--- config.mk ---
export PLATFORM = sky130hd
export DESIGN_NAME = rtcb_top
export DESIGN_NICKNAME = d
export VERILOG_FILES = /design/src/rtl/rtcb_pkg.sv /design/src/rtl/rtcb_decode.sv /design/src/rtl/rtcb_count.sv /design/src/rtl/rtcb_hold.sv /design/src/rtl/rtcb_top.sv
export SDC_FILE = /design/constraint.sdc
export NUM_CORES = 1
export LEC_CHECK = 0
export BUFFER_PORTS_ARGS = -buffer_cell sky130_fd_sc_hd__buf_2
export CORE_MARGIN = 8
export CORE_UTILIZATION = 50
export DETAILED_ROUTE_END_ITERATION = 8
export PLACE_DENSITY = 0.76
export SLEW_MARGIN = 20
export SYNTH_ARGS = -nofsm -noshare
export SYNTH_HDL_FRONTEND = slang
export SYNTH_SLANG_ARGS = --single-unit
--- constraint.sdc ---
create_clock -name clk -period 6.7 [get_ports clk]
set_input_delay 0.67 -clock clk [delete_from_list [all_inputs] [get_ports clk]]
set_output_delay 0.67 -clock clk [all_outputs]
set_load 0.03 [all_outputs]
--- src/rtl/rtcb_pkg.sv ---
package rtcb_pkg;
  localparam int NFLD = 7;
  localparam int F_SEC = 0, F_MIN = 1, F_HR = 2, F_DOW = 3, F_DATE = 4, F_MON = 5, F_YR = 6;

  typedef logic [7:0] byte_t;
  typedef byte_t [NFLD-1:0] time_t;

  function automatic byte_t fld_mask(int f);
    case (f)
      F_SEC, F_MIN: return 8'h7F;
      F_HR, F_DATE: return 8'h3F;
      F_DOW:        return 8'h07;
      F_MON:        return 8'h1F;
      default:      return 8'hFF;
    endcase
  endfunction

  function automatic byte_t rst_val(int f);
    case (f)
      F_DOW, F_DATE, F_MON: return 8'h01;
      default:              return 8'h00;
    endcase
  endfunction

  function automatic byte_t bcd_inc(byte_t v);
    if (v[3:0] >= 4'd9) return {v[7:4] + 4'd1, 4'd0};
    else                return {v[7:4], v[3:0] + 4'd1};
  endfunction

  // divisible by 4: 10*t + u == 2*t + u (mod 4)
  function automatic logic is_leap(byte_t y);
    logic [4:0] m;
    m = {y[7:4], 1'b0} + {1'b0, y[3:0]};
    return m[1:0] == 2'd0;
  endfunction

  function automatic byte_t month_len(byte_t mo, byte_t yr);
    case (mo)
      8'h02:                      return is_leap(yr) ? 8'h29 : 8'h28;
      8'h04, 8'h06, 8'h09, 8'h11: return 8'h30;
      default:                    return 8'h31;
    endcase
  endfunction
endpackage

--- src/rtl/rtcb_decode.sv ---
module rtcb_decode #(
  parameter int ADDR_W = 11
) (
  input  logic [ADDR_W-1:0] addr,
  output logic              hit,
  output logic [2:0]        ofs
);
  localparam int HI_W = ADDR_W - 3;

  always_comb begin
    hit = (addr[ADDR_W-1:3] == {HI_W{1'b1}});
    ofs = addr[2:0];
  end
endmodule

--- src/rtl/rtcb_count.sv ---
module rtcb_count
  import rtcb_pkg::*;
(
  input  logic       clk,
  input  logic       rst_n,
  input  logic       tick,
  input  logic       wr_en,
  input  logic [2:0] wr_fld,
  input  byte_t      wr_data,
  output time_t      cnt_q
);
  time_t cnt_d;
  logic  c_min, c_hr, c_day, c_mon, c_yr;
  logic  upd;

  always_comb begin
    cnt_d = cnt_q;
    c_min = 1'b0;
    c_hr  = 1'b0;
    c_day = 1'b0;
    c_mon = 1'b0;
    c_yr  = 1'b0;
    if (wr_en) begin
      for (int f = 0; f < NFLD; f++)
        if (wr_fld == f[2:0]) cnt_d[f] = wr_data & fld_mask(f);
    end else if (tick) begin
      c_min = (cnt_q[F_SEC] == 8'h59);
      cnt_d[F_SEC] = c_min ? 8'h00 : (bcd_inc(cnt_q[F_SEC]) & fld_mask(F_SEC));
      if (c_min) begin
        c_hr = (cnt_q[F_MIN] == 8'h59);
        cnt_d[F_MIN] = c_hr ? 8'h00 : (bcd_inc(cnt_q[F_MIN]) & fld_mask(F_MIN));
      end
      if (c_hr) begin
        c_day = (cnt_q[F_HR] == 8'h23);
        cnt_d[F_HR] = c_day ? 8'h00 : (bcd_inc(cnt_q[F_HR]) & fld_mask(F_HR));
      end
      if (c_day) begin
        cnt_d[F_DOW] = (cnt_q[F_DOW] >= 8'h07) ? 8'h01 : (cnt_q[F_DOW] + 8'h01);
        c_mon = (cnt_q[F_DATE] == month_len(cnt_q[F_MON], cnt_q[F_YR]));
        cnt_d[F_DATE] = c_mon ? 8'h01 : (bcd_inc(cnt_q[F_DATE]) & fld_mask(F_DATE));
      end
      if (c_mon) begin
        c_yr = (cnt_q[F_MON] == 8'h12);
        cnt_d[F_MON] = c_yr ? 8'h01 : (bcd_inc(cnt_q[F_MON]) & fld_mask(F_MON));
      end
      if (c_yr) begin
        cnt_d[F_YR] = (cnt_q[F_YR] == 8'h99) ? 8'h00 : bcd_inc(cnt_q[F_YR]);
      end
    end
  end

  assign upd = wr_en | tick;

  always_ff @(posedge clk or negedge rst_n) begin
    if (!rst_n) begin
      for (int f = 0; f < NFLD; f++) cnt_q[f] <= rst_val(f);
    end else if (upd) begin
      cnt_q <= cnt_d;
    end
  end
endmodule

--- src/rtl/rtcb_hold.sv ---
module rtcb_hold
  import rtcb_pkg::*;
(
  input  logic  clk,
  input  logic  rst_n,
  input  logic  load_en,
  input  time_t src,
  output time_t vis_q
);
  for (genvar g = 0; g < NFLD; g++) begin : g_fld
    byte_t r_q;
    always_ff @(posedge clk or negedge rst_n) begin
      if (!rst_n)       r_q <= rst_val(g);
      else if (load_en) r_q <= src[g];
    end
    assign vis_q[g] = r_q;
  end
endmodule

--- src/rtl/rtcb_top.sv ---
module rtcb_top
  import rtcb_pkg::*;
#(
  parameter int ADDR_W = 11
) (
  input  logic              clk,
  input  logic              rst_n,
  input  logic              tick,
  input  logic [ADDR_W-1:0] addr,
  input  logic              we,
  input  logic [7:0]        wdata,
  output logic [7:0]        rdata,
  output logic              clk_sel
);
  localparam int CTRL_W     = 7;
  localparam int FREEZE_BIT = 6;

  logic [1:0]        rst_sync_q;
  logic              rst_n_s;
  logic              hit;
  logic [2:0]        ofs;
  logic [2:0]        fld;
  logic              ctrl_wr, time_wr, freeze;
  logic [CTRL_W-1:0] ctrl_q, ctrl_d;
  time_t             cnt_q, vis_q;

  // reset asserts at once, leaves in step with clk
  always_ff @(posedge clk or negedge rst_n) begin
    if (!rst_n) rst_sync_q <= 2'b00;
    else        rst_sync_q <= {rst_sync_q[0], 1'b1};
  end
  assign rst_n_s = rst_sync_q[1];

  rtcb_decode #(.ADDR_W(ADDR_W)) u_dec (.addr(addr), .hit(hit), .ofs(ofs));

  always_comb begin
    ctrl_wr = we & hit & (ofs == 3'd0);
    time_wr = we & hit & (ofs != 3'd0);
    fld     = ofs - 3'd1;
    ctrl_d  = ctrl_wr ? wdata[CTRL_W-1:0] : ctrl_q;
    freeze  = ctrl_q[FREEZE_BIT];
  end

  always_ff @(posedge clk or negedge rst_n_s) begin
    if (!rst_n_s) ctrl_q <= '0;
    else          ctrl_q <= ctrl_d;
  end

  rtcb_count u_cnt (
    .clk(clk), .rst_n(rst_n_s), .tick(tick), .wr_en(time_wr),
    .wr_fld(fld), .wr_data(wdata), .cnt_q(cnt_q)
  );

  rtcb_hold u_hold (
    .clk(clk), .rst_n(rst_n_s), .load_en(!freeze), .src(cnt_q), .vis_q(vis_q)
  );

  always_comb begin
    clk_sel = hit;
    rdata   = 8'h00;
    if (hit) begin
      if (ofs == 3'd0) rdata = {1'b0, ctrl_q};
      else             rdata = vis_q[fld];
    end
  end
endmodule

==> impl_metrics.yaml <==
yosys:
  synth_flop_cell: "dfrtp_1"
  netlist_top_cells_area: "dfrtp_1, mux2_2, ha_1"
  post_synth_and_or_nand_nor_area_fraction: 0.151
  synth_edf_count: 0
  synth_area_sq_um: 5880
  avgSynthCellArea_sq_um: 10.2
  synthMuxAreaShare: 0.119
  synth_largest_area_cell: "dfrtp_1"
  synth.ff_latch_count: 103
  yosys.area_share.xor_xnor: 0.00298
  synth_fa_ha_area_frac: 0.0723
  synth_fp_nets: 633
  synth_top_area_share: 0.413
  yosysWarnings: 0
  synth-compound-area-share: 0.174
  synthArstFlopShare: 1.00
  netlist_instances: 576
  synth_top_family_by_area: "compound AO/OA/AOI/OAI gates"
  ys_seq_area_frac: 0.440
  yosysUniqueCellTypes: 69
critical_path:
  r2r_start: "u_cnt.cnt_q[40]$_DFFE_PN1P_"
  regToRegSetupSlack_ns: 3.82
  crit_arrival_ns: 3.05
  cp_slowest_cell: "ha_1"
  ff2ff_path_depth: 8
  endpoint_kind: "primary output"
  endpoint: "rdata[0]"
  r2r_end: "u_cnt.cnt_q[34]$_DFFE_PN0P_"
  cp_cell_sequence: "buf_2, inv_1, ha_1, mux2_2, a221oi_1, nor3_1, a21oi_1, nor2_1, buf_2"
  path_buf_inv: 3
  worstSetupStartpointType: "input port"
  path_depth: 9
  crit_family: "buffers and inverters"
  crit_fanout: 19
  critPathLaunch: "addr[0]"
  max_stage_delay_ns: 0.66
  cp_common_cell: "buf_2"
  crit_required_ns: 6.03
  crit_type: "input port to primary output"
clock_network:
  cts_resized: 0
  clk_latency_ns: 0.36
  clockRootBuffer: "clkbuf_16"
  path_clk_slew_ns: 0.06
  cts_sinks: 103
  clk_path_buf_depth: 2
  cts_max_level: 3
  tritoncts: "done"
  cts_hold_buf: 0
  cts_buffers: 9
  cts_setup_buffers: 0
pwr:
  power.share.clock: 0.392
  ir_worst_vdd_mv: 0.245
  p_sw_frac: 0.260
  seqPwrFrac: 0.488
  p_int_w: 0.00108
  powerDensity_nw_per_um2: 226
  netSwitchingPower_w: 0.000380
  p_leak_nw: 2.88
  combinationalPowerShare: 0.120
routing:
  wl_microns: 15100
  vias: 4658
  drc: 0
  drtPass1Iterations: 5
  final_antenna_net_count: 0
  drt-initial-drc-count: 334
  wl_per_cell_microns: 20.3
  vias_per_cell: 6.27
status:
  status: "finished clean"
timing:
  worst_slack_ns: 2.98
  worst_slew_pin_slew_ns: 0.811
  slew_headroom: 0.460
  hold_viol: 0
  hold_ws_ns: 0.0862
  finalCriticalPeriod_ns: 3.72
  tns_ns: 0
  rsz0062_at_grt: "no"
  finClkSkew_ns: 0.00634
  setup_viol: 0
  fmax_mhz: 269
  min_period_over_period: 0.555
  drv_slew: 0
run:
  cap_viol_max_count: 0
global_route:
  antenna_found_initial: 0
  grt_pass1_wl_microns: 24800
  grt_overflow_total: 0
  grt_pass1_vias: 4695
  grt_max_degree: 89
  grt_usage: 0.198
floorplanning:
  core_sq_um: 11500
  rows: 39
  initial_core_util: 0.513
  die_w_microns: 124
  die_area_sq_um: 15500
  pin_count: 32
  die_h_microns: 124
final_layout:
  area_delta_synth_final_pct: 9.94
  layout-drive-gt1-share: 0.203
  final_util: 0.564
  n_antenna_cell: 0
  design_area_sq_um: 6460
  finalNetCount: 652
min_path:
  hp-class: "input port to async pin"
placement:
  finalWeightedCongestion: 0.898
  pre_cts_ws_ns: 3.01
  port_buffers: 31
  hpwl_microns: 11000
  dpl_cell_area_sq_um: 6140
-- routing by layer --
metal	vias up	part of all wire	GRT usage
met5	-	0	0
met4	0	0.022	0.0680
met3	25	0.075	0.0660
met2	142	0.48	0.316
met1	2363	0.42	0.246
li1	2128	-	-
-- power by group through the flow --
stage	Sequential, W	Clock (W)	Combinational, W
2_1_floorplan	0.000709	0	0.000126
3_3_place_gp	0.000718	0	0.000164
3_5_place_dp	0.000721	0	0.000173
4_1_cts	0.000710	0.000581	0.000174
5_1_grt	0.000716	0.000604	0.000196
6_report	0.000712	0.000572	0.000175
-- cell usage in the layout (no fill, tap or decap), types with 6 or more instances in the layout --
master and instances:
a21oi_1 28, a22o_1 6, a31oi_1 10, and2_1 8
buf_2 31, clkbuf_16 9, dfrtp_1 95, dfstp_2 6
ha_1 34, inv_1 31, mux2_2 41, mux4_2 6
nand2_1 47, nand2b_1 6, nand3_1 16, nor2_1 36
nor2b_1 6, nor3_1 13, o21a_1 7, o21ai_0 49
o21ai_1 6
-- metrics by stage --
| stage | total power (W) | instances |
|---|---|---|
| 6_report | 0.00146 | 743 |
| 2_1_floorplan | 0.000834 | 576 |
| 3_5_place_dp | 0.000894 | 727 |
| 3_3_place_gp | 0.000882 | 727 |
| 5_1_grt | 0.00152 | 743 |
| 4_1_cts | 0.00146 | 743 |
-- cells in the mapped netlist, types with 3 or more instances --
master and n:
mux2i_1 5, o2bb2ai_1 4, o21a_1 7, o211ai_1 5
and3_1 3, a22o_1 6, nor2b_1 6, nand4_1 5
o21ai_0 49, o31ai_1 3, clkbuf_1 20, a31oi_1 10
o31a_1 4, nand2b_1 6, inv_1 31, and2_1 8
nor4_2 3, a311oi_1 3, a21oi_1 28, a21boi_0 3
buf_2 4, ha_1 34, nand2_1 47, o21ai_1 6
o22ai_1 3, a221oi_1 5, dfstp_2 6, dfrtp_1 97
mux4_2 6, nor3_1 13, nor4_1 5, nor2_1 36
or2_1 3, mux2_2 41, nand3_1 16
-- cell type report --
class / count / area (sq um)
clock buffer: 11 / 243
clock inverter: 5 / 81.3
fill: 951 / 5000
inverter: 31 / 116
multi-input combinational: 415 / 3070
sequential: 103 / 2590
tap: 143 / 179
timing repair buffer: 35 / 189
-- sequential cells by signal (all words and copies together) (netlist names) --
register          flops
u_hold.g_fld.r_q     47
ctrl_q                7
rst_sync_q            2
u_cnt.cnt_q          47
-- worst reg2reg max path, cell delays in order, from the launching register on --
cell and delay, ns:
dfstp_2 0.56, inv_1 0.11, ha_1 0.25, or2_2 0.32, a311oi_2 0.37, a2111oi_4 0.16
nor4_2 0.65, a21oi_1 0.18, o22ai_1 0.20
-- logic make-up (layout without fill, tap and decap cells) --
logic type      count (synthesis)  in the layout
fa+ha+maj                      34             34
compound gates                154            154
flops                         103            103
mux                            56             56
buf+inv                        58             82
xor+xnor                        2              2
other cells                     1              1
simple gates                  168            168
-- worst min-delay path by stage --
stage                            start                          end  slack, ns  cells past startpoint
2_1_floorplan  rst_sync_q[0]$_DFF_PN0_      rst_sync_q[1]$_DFF_PN0_       0.33                      0
3_3_place_gp   rst_sync_q[1]$_DFF_PN0_  u_cnt.cnt_q[50]$_DFFE_PN0P_       0.17                      0
3_5_place_dp   rst_sync_q[1]$_DFF_PN0_  u_cnt.cnt_q[50]$_DFFE_PN0P_       0.17                      0
4_1_cts                          rst_n      rst_sync_q[1]$_DFF_PN0_       0.08                      1
5_1_grt                          rst_n      rst_sync_q[1]$_DFF_PN0_       0.07                      1
6_report                         rst_n      rst_sync_q[1]$_DFF_PN0_       0.09                      1
(Power assumes the default switching activity.)
